File: src/rtl/adc_host_pkg.sv
// Shared types for the ADC host interface controller.
// Assumes: all converter strobes are active low.
package adc_host_pkg;

    typedef enum logic [3:0] {
        ST_BOOT,
        ST_CAL_LOW,
        ST_CAL_ACK,
        ST_CAL_BUSY,
        ST_IDLE,
        ST_WR_LOW,
        ST_CONV_WAIT,
        ST_RD_HI,
        ST_RD_GAP,
        ST_RD_LO
    } ctrl_state_e;

    typedef struct packed {
        logic cs_n;
        logic wr_n;
        logic rd_n;
        logic cal_n;
        logic az_n;
    } strobe_t;

endpackage

File: src/rtl/state_timer.sv
// Counts the clocks spent in the current controller state.
// Assumes: restart is high in the cycle before a state change, so the
// count reads 0 in the first cycle of every state. It saturates at MAX_CNT.
module state_timer #(
    parameter int CNT_W   = 8,
    parameter int MAX_CNT = 255
) (
    input  logic             clk,
    input  logic             rst_n,
    input  logic             restart,
    output logic [CNT_W-1:0] count
);

    // Clear on restart, otherwise count up to the saturation limit.
    always_ff @(posedge clk) begin
        if (!rst_n)
            count <= '0;
        else if (restart)
            count <= '0;
        else if (count != CNT_W'(MAX_CNT))
            count <= count + 1'b1;
    end

endmodule

File: src/rtl/strobe_decode.sv
// Maps the controller state onto the active-low converter strobes.
// Assumes: state is a register, so each strobe changes only on a clock
// edge. Auto-zero follows az_hold only while a conversion is under way.
module strobe_decode
    import adc_host_pkg::*;
(
    input  ctrl_state_e state,
    input  logic        az_hold,
    output strobe_t     strb
);

    // Default everything inactive, then pull low per state.
    always_comb begin
        strb = '{cs_n: 1'b1, wr_n: 1'b1, rd_n: 1'b1, cal_n: 1'b1, az_n: 1'b1};
        case (state)
            ST_CAL_LOW: strb.cal_n = 1'b0;
            ST_WR_LOW: begin
                strb.cs_n = 1'b0;
                strb.wr_n = 1'b0;
                strb.az_n = ~az_hold;
            end
            ST_CONV_WAIT: strb.az_n = ~az_hold;
            ST_RD_HI, ST_RD_LO: begin
                strb.cs_n = 1'b0;
                strb.rd_n = 1'b0;
            end
            default: ;
        endcase
    end

endmodule

File: src/rtl/result_packer.sv
// Captures the two bus bytes and joins them into the signed result.
// Assumes: cap_hi comes before cap_lo. Only the low RES_W-BYTE_W bits
// of the high byte are significant; the rest are sign copies.
module result_packer #(
    parameter int BYTE_W = 8,
    parameter int RES_W  = 13
) (
    input  logic              clk,
    input  logic              rst_n,
    input  logic              cap_hi,
    input  logic              cap_lo,
    input  logic [BYTE_W-1:0] bus,
    output logic [RES_W-1:0]  result,
    output logic              valid
);

    localparam int HI_BITS = RES_W - BYTE_W;

    logic [HI_BITS-1:0] hi_q;

    // Hold the significant part of the high byte.
    always_ff @(posedge clk) begin
        if (!rst_n)
            hi_q <= '0;
        else if (cap_hi)
            hi_q <= bus[HI_BITS-1:0];
    end

    // Join both bytes and raise valid for one clock.
    always_ff @(posedge clk) begin
        if (!rst_n) begin
            result <= '0;
            valid  <= 1'b0;
        end else begin
            valid <= cap_lo;
            if (cap_lo)
                result <= {hi_q, bus};
        end
    end

endmodule

File: src/rtl/adc_host_ctrl.sv
// Host-side controller for a byte-wide self-calibrating ADC.
// It calibrates after reset, then serves calibrate and convert requests.
// It fetches the result high byte first and flags waits that time out.
// Assumes: converter inputs are synchronous to clk; PULSE_W >= 2.
module adc_host_ctrl
    import adc_host_pkg::*;
#(
    parameter int PULSE_W = 3,
    parameter int TIMEOUT = 4096,
    parameter int BYTE_W  = 8,
    parameter int RES_W   = 13
) (
    input  logic              clk,
    input  logic              rst_n,
    input  logic              cal_req,
    input  logic              conv_req,
    input  logic              conv_az,
    output logic [RES_W-1:0]  result,
    output logic              result_valid,
    output logic              timeout_err,
    output logic              adc_cs_n,
    output logic              adc_wr_n,
    output logic              adc_rd_n,
    output logic              adc_cal_n,
    output logic              adc_az_n,
    output logic              adc_sh_n,
    input  logic              adc_eoc,
    input  logic              adc_int_n,
    input  logic [BYTE_W-1:0] adc_db
);

    localparam int LIMIT = (TIMEOUT > PULSE_W) ? TIMEOUT : PULSE_W;
    localparam int CNT_W = $clog2(LIMIT + 1);

    ctrl_state_e      state, state_nx;
    logic [CNT_W-1:0] cnt;
    logic             pulse_end, wait_end;
    logic             accept, tmo, cap_hi, cap_lo;
    logic             az_q, err_q;
    strobe_t          strb;

    assign pulse_end = (cnt == CNT_W'(PULSE_W - 1));
    assign wait_end  = (cnt == CNT_W'(TIMEOUT - 1));

    state_timer #(
        .CNT_W   (CNT_W),
        .MAX_CNT (LIMIT)
    ) i_timer (
        .clk     (clk),
        .rst_n   (rst_n),
        .restart (state_nx != state),
        .count   (cnt)
    );

    // Next-state selection and the one-cycle control events.
    always_comb begin
        state_nx = state;
        accept   = 1'b0;
        tmo      = 1'b0;
        cap_hi   = 1'b0;
        cap_lo   = 1'b0;
        case (state)
            ST_BOOT:    state_nx = ST_CAL_LOW;
            ST_CAL_LOW: if (pulse_end) state_nx = ST_CAL_ACK;
            ST_CAL_ACK: begin
                if (!adc_eoc)
                    state_nx = ST_CAL_BUSY;
                else if (wait_end) begin
                    tmo      = 1'b1;
                    state_nx = ST_IDLE;
                end
            end
            ST_CAL_BUSY: begin
                if (adc_eoc)
                    state_nx = ST_IDLE;
                else if (wait_end) begin
                    tmo      = 1'b1;
                    state_nx = ST_IDLE;
                end
            end
            ST_IDLE: begin
                if (cal_req) begin
                    accept   = 1'b1;
                    state_nx = ST_CAL_LOW;
                end else if (conv_req) begin
                    accept   = 1'b1;
                    state_nx = ST_WR_LOW;
                end
            end
            ST_WR_LOW: if (pulse_end) state_nx = ST_CONV_WAIT;
            ST_CONV_WAIT: begin
                if (!adc_int_n)
                    state_nx = ST_RD_HI;
                else if (wait_end) begin
                    tmo      = 1'b1;
                    state_nx = ST_IDLE;
                end
            end
            ST_RD_HI: begin
                if (pulse_end) begin
                    cap_hi   = 1'b1;
                    state_nx = ST_RD_GAP;
                end
            end
            ST_RD_GAP: if (pulse_end) state_nx = ST_RD_LO;
            ST_RD_LO: begin
                if (pulse_end) begin
                    cap_lo   = 1'b1;
                    state_nx = ST_IDLE;
                end
            end
            default: state_nx = ST_IDLE;
        endcase
    end

    // State register.
    always_ff @(posedge clk) begin
        if (!rst_n)
            state <= ST_BOOT;
        else
            state <= state_nx;
    end

    // Latch the auto-zero option when a conversion is accepted.
    always_ff @(posedge clk) begin
        if (!rst_n)
            az_q <= 1'b0;
        else if (state == ST_IDLE && state_nx == ST_WR_LOW)
            az_q <= conv_az;
    end

    // Sticky timeout flag, cleared when a new request is taken.
    always_ff @(posedge clk) begin
        if (!rst_n)
            err_q <= 1'b0;
        else if (tmo)
            err_q <= 1'b1;
        else if (accept)
            err_q <= 1'b0;
    end

    strobe_decode i_decode (
        .state   (state),
        .az_hold (az_q),
        .strb    (strb)
    );

    result_packer #(
        .BYTE_W (BYTE_W),
        .RES_W  (RES_W)
    ) i_pack (
        .clk    (clk),
        .rst_n  (rst_n),
        .cap_hi (cap_hi),
        .cap_lo (cap_lo),
        .bus    (adc_db),
        .result (result),
        .valid  (result_valid)
    );

    assign adc_cs_n    = strb.cs_n;
    assign adc_wr_n    = strb.wr_n;
    assign adc_rd_n    = strb.rd_n;
    assign adc_cal_n   = strb.cal_n;
    assign adc_az_n    = strb.az_n;
    assign adc_sh_n    = 1'b1;
    assign timeout_err = err_q;

endmodule

File: config.mk
export PLATFORM = sky130hd
export DESIGN_NAME = adc_host_ctrl
export DESIGN_NICKNAME = d
export VERILOG_FILES = /design/src/rtl/adc_host_pkg.sv /design/src/rtl/state_timer.sv /design/src/rtl/strobe_decode.sv /design/src/rtl/result_packer.sv /design/src/rtl/adc_host_ctrl.sv
export SDC_FILE = /design/constraint.sdc
export NUM_CORES = 1
export LEC_CHECK = 0
export BUFFER_PORTS_ARGS = -buffer_cell sky130_fd_sc_hd__buf_2
export CORE_MARGIN = 2
export CORE_UTILIZATION = 55
export DETAILED_ROUTE_END_ITERATION = 12
export HOLD_SLACK_MARGIN = 0.06
export MAX_ROUTING_LAYER = met4
export PLACE_DENSITY = 0.78
export SETUP_SLACK_MARGIN = 0.2
export SLEW_MARGIN = 20
export SYNTH_ARGS = -nofsm -noshare
export SYNTH_HDL_FRONTEND = slang
export SYNTH_SLANG_ARGS = --single-unit
File: constraint.sdc
create_clock -name clk -period 2.85 [get_ports clk]
set_input_delay 0.285 -clock clk [delete_from_list [all_inputs] [get_ports clk]]
set_output_delay 0.285 -clock clk [all_outputs]
set_load 0.05 [all_outputs]
==> reports/metrics.csv <==
metric;value;unit
run status;complete, no violations;
Startpoint Class;flip-flop;
#FFs+latches synth;38;
antenna fix cells;0;
Ports;36;
CP top delay family;simple AND/OR/NAND/NOR gates;
CP bufs+invs;1;
Worst-Skew Late Latency;0.34;ns
utilization after layout;66.25;%
vias per cell;5.585;
drt pass-1 iters;4;
Yosys Warn Count;0;
RR Startpoint;i_timer.count[0]$_SDFFE_PP0P_;
CTS tree;yes;
top_reg_cell synth;dfxtp_1;
commonest non-fill, non-tap cell in the layout;dfxtp_1;
slew margin rel.;52.89;%
Max Fclk;444.7;MHz
post-cts resize count;0;
crit path kind;flip-flop to flip-flop;
nets;270;
Worst Skew;0.005189;ns
Worst-Margin Slew;0.7058;ns
critical path's slowest cell;or3_4;
CP cell instances;inv_1 -> ha_1 -> nor4b_1 -> and3_1 -> a41o_1 -> or3_4 -> nor3_1;
DR vias;1670;
drt wl/cell;12.92;µm
Rows;21;
post-synthesis sequential area ratio;39.53;%
antenna violations before repair;0;
Worst Setup End Kind;flip-flop;
Slew Viols, Final;0;
HPWL Detailed;2.757;mm
total CTS buffers;5;
Synth cell types;43;
most frequent cells in the layout;38 x dfxtp_1, 34 x buf_2, 29 x nor2_1, 21 x nand2_1, 15 x mux2i_1;
CP arrival;2.52;ns
max-cap violation count;0;
largest net degree at the start of global routing;25;
Post-Synthesis Cells;221;
unrepaired setup endpoints after global routing;false;
DIE HEIGHT;63.15;µm
first-pass GRT wire length;6.679;mm
WP data required;3.12;ns
max incr delay on CP;0.50;ns
clk sink count;38;
Final Hold Fails;0;
Routed WL;3.863;mm
area grow syn2layout;14.89;%
die area;3988;µm²
GRT Total Usage;21.65;%
post-layout minimum cycle time;2.248;ns
CTS Hold Bufs;0;
initial core utilization;57.67;%
Reg clk slew, reported paths;0.12;ns
Final period util;78.89;%
Iter 0 DRT Violations;109;
routability cong.;0.9133;
core area;3337;µm²
Mapped Nets;239;
hold_sp;adc_db[7];
Post-synth EDFFs;0;
clk buf depth;2;
endpoints failing setup;0;
Synth Cell Area;1924;µm²
root cell of the clock tree;clkbuf_4;
critical path startpoint;i_timer.count[0]$_SDFFE_PP0P_;
drt drc;0;
Worst Hold Class;input port to flip-flop;
antenna viol nets, final;0;
Max rail drop VDD;0.5142;mV
H-tree depth;2;
GRT Residual Overflow;0;
syn avg cell area;8.707;µm²
Post-CTS Setup Repair Bufs;0;
Lkg Pwr;0.0009741;µW
Worst Path Max Fanout;13;
Die Span X;63.15;µm
Post-synth ARST share;0;%
PD cells;494.8;nW/µm²
total negative slack;0;ns
layout cells sized above 1;23.32;%
# port buffers;34;
vias in the first global route;1477;
## report_power, final
group,switching [µW],internal [µW],leakage (µW)
registers,8.97,534,0.000307
logic,48.0,26.7,0.000609
clock network,179,297,0.0000585
total,236,858,0.000974
## kinds of logic after synthesis
group	count (synthesis)	share of synthesized area (%)
AND/OR/NAND/NOR	103	29.32
flip-flops	38	39.53
multiplexers	16	8.387
other	1	0.1949
adder cells (fa/ha/maj)	3	1.951
AO/OA/AOI/OAI	30	10.27
buffers and inverters	18	4.876
XOR/XNOR	12	5.462
## stage by stage
stage	total power, µW	cells	hold WS (ns)	setup slack [ns]	area, µm²
floorplan	609.6	221	0.4025	0.7569	1924
global placement	629.3	291	0.4448	0.7091	2100
detailed placement	629.8	291	0.4471	0.6090	2100
CTS	1102	299	0.1627	0.5782	2211
global route	1138	299	0.1664	0.4629	2211
finish	1094	299	0.1721	0.6015	2211
## area by class of cell
cell class | instances | area (µm²)
flip-flops and latches | 38 | 760.7
well taps | 46 | 57.56
fillers | 292 | 1126
clock inverters | 2 | 60.06
clock buffers | 6 | 51.30
repair buffers | 37 | 192.7
multi-input cells | 165 | 1070
inverters | 5 | 18.77
## layer usage
metal | routed length (µm) | up-vias | global-route usage [%]
met5 | 0 | - | -
met4 | 58 | 0 | 9.167
met3 | 233 | 8 | 5.179
met2 | 1835 | 56 | 32.85
met1 | 1736 | 770 | 27.61
li1 | - | 836 | -
## synth_stat cells (all sizes together), types with 2 or more instances
cell / number / area share (%)
dfxtp: 38 / 40
ha: 3 / 2.0
nor4b: 3 / 1.4
buf: 8 / 2.9
inv: 5 / 0.98
a21oi: 11 / 2.9
and2b: 2 / 0.78
o21ai: 3 / 0.78
nor2b: 3 / 0.98
nand4: 3 / 0.98
nor4: 3 / 1.3
mux2i: 15 / 7.8
nand2: 21 / 4.1
nand3: 12 / 3.1
xor2: 7 / 3.2
nor3: 15 / 6.5
o31ai: 2 / 0.78
clkbuf: 5 / 0.98
and3: 6 / 2.0
xnor2: 5 / 2.3
nor2: 29 / 5.7
o21a: 3 / 1.2
and4: 3 / 1.4
a32oi: 2 / 0.91
## worst paths after layout
check	endpoint	slack, ns	cells after the start
worst max-delay path	i_timer.count[1]$_SDFFE_PP0P_	0.60	7
worst min-delay path	i_pack.result[7]$_SDFFE_PN0P_	0.17	3
worst max register to register	i_timer.count[1]$_SDFFE_PP0P_	0.60	7
worst min register to register	i_pack.hi_q[1]$_SDFFE_PN0P_	0.46	2
## registers in the layout, summed over array words and instances, names as in the netlist
signal,count
i_pack.hi_q,5
i_pack.result,13
i_timer.count,13
state,4
az_q,1
i_pack.valid,1
timeout_err,1
## worst reg2reg max path, cell delays in order (launching register included)
cell and delay [ns]:
dfxtp_1 0.42, inv_1 0.08, ha_1 0.19, nor4b_1 0.14, and3_1 0.30, a41o_1 0.32, or3_4 0.51, nor3_1 0.22
Note: power is estimated with default switching activity, not from simulation.
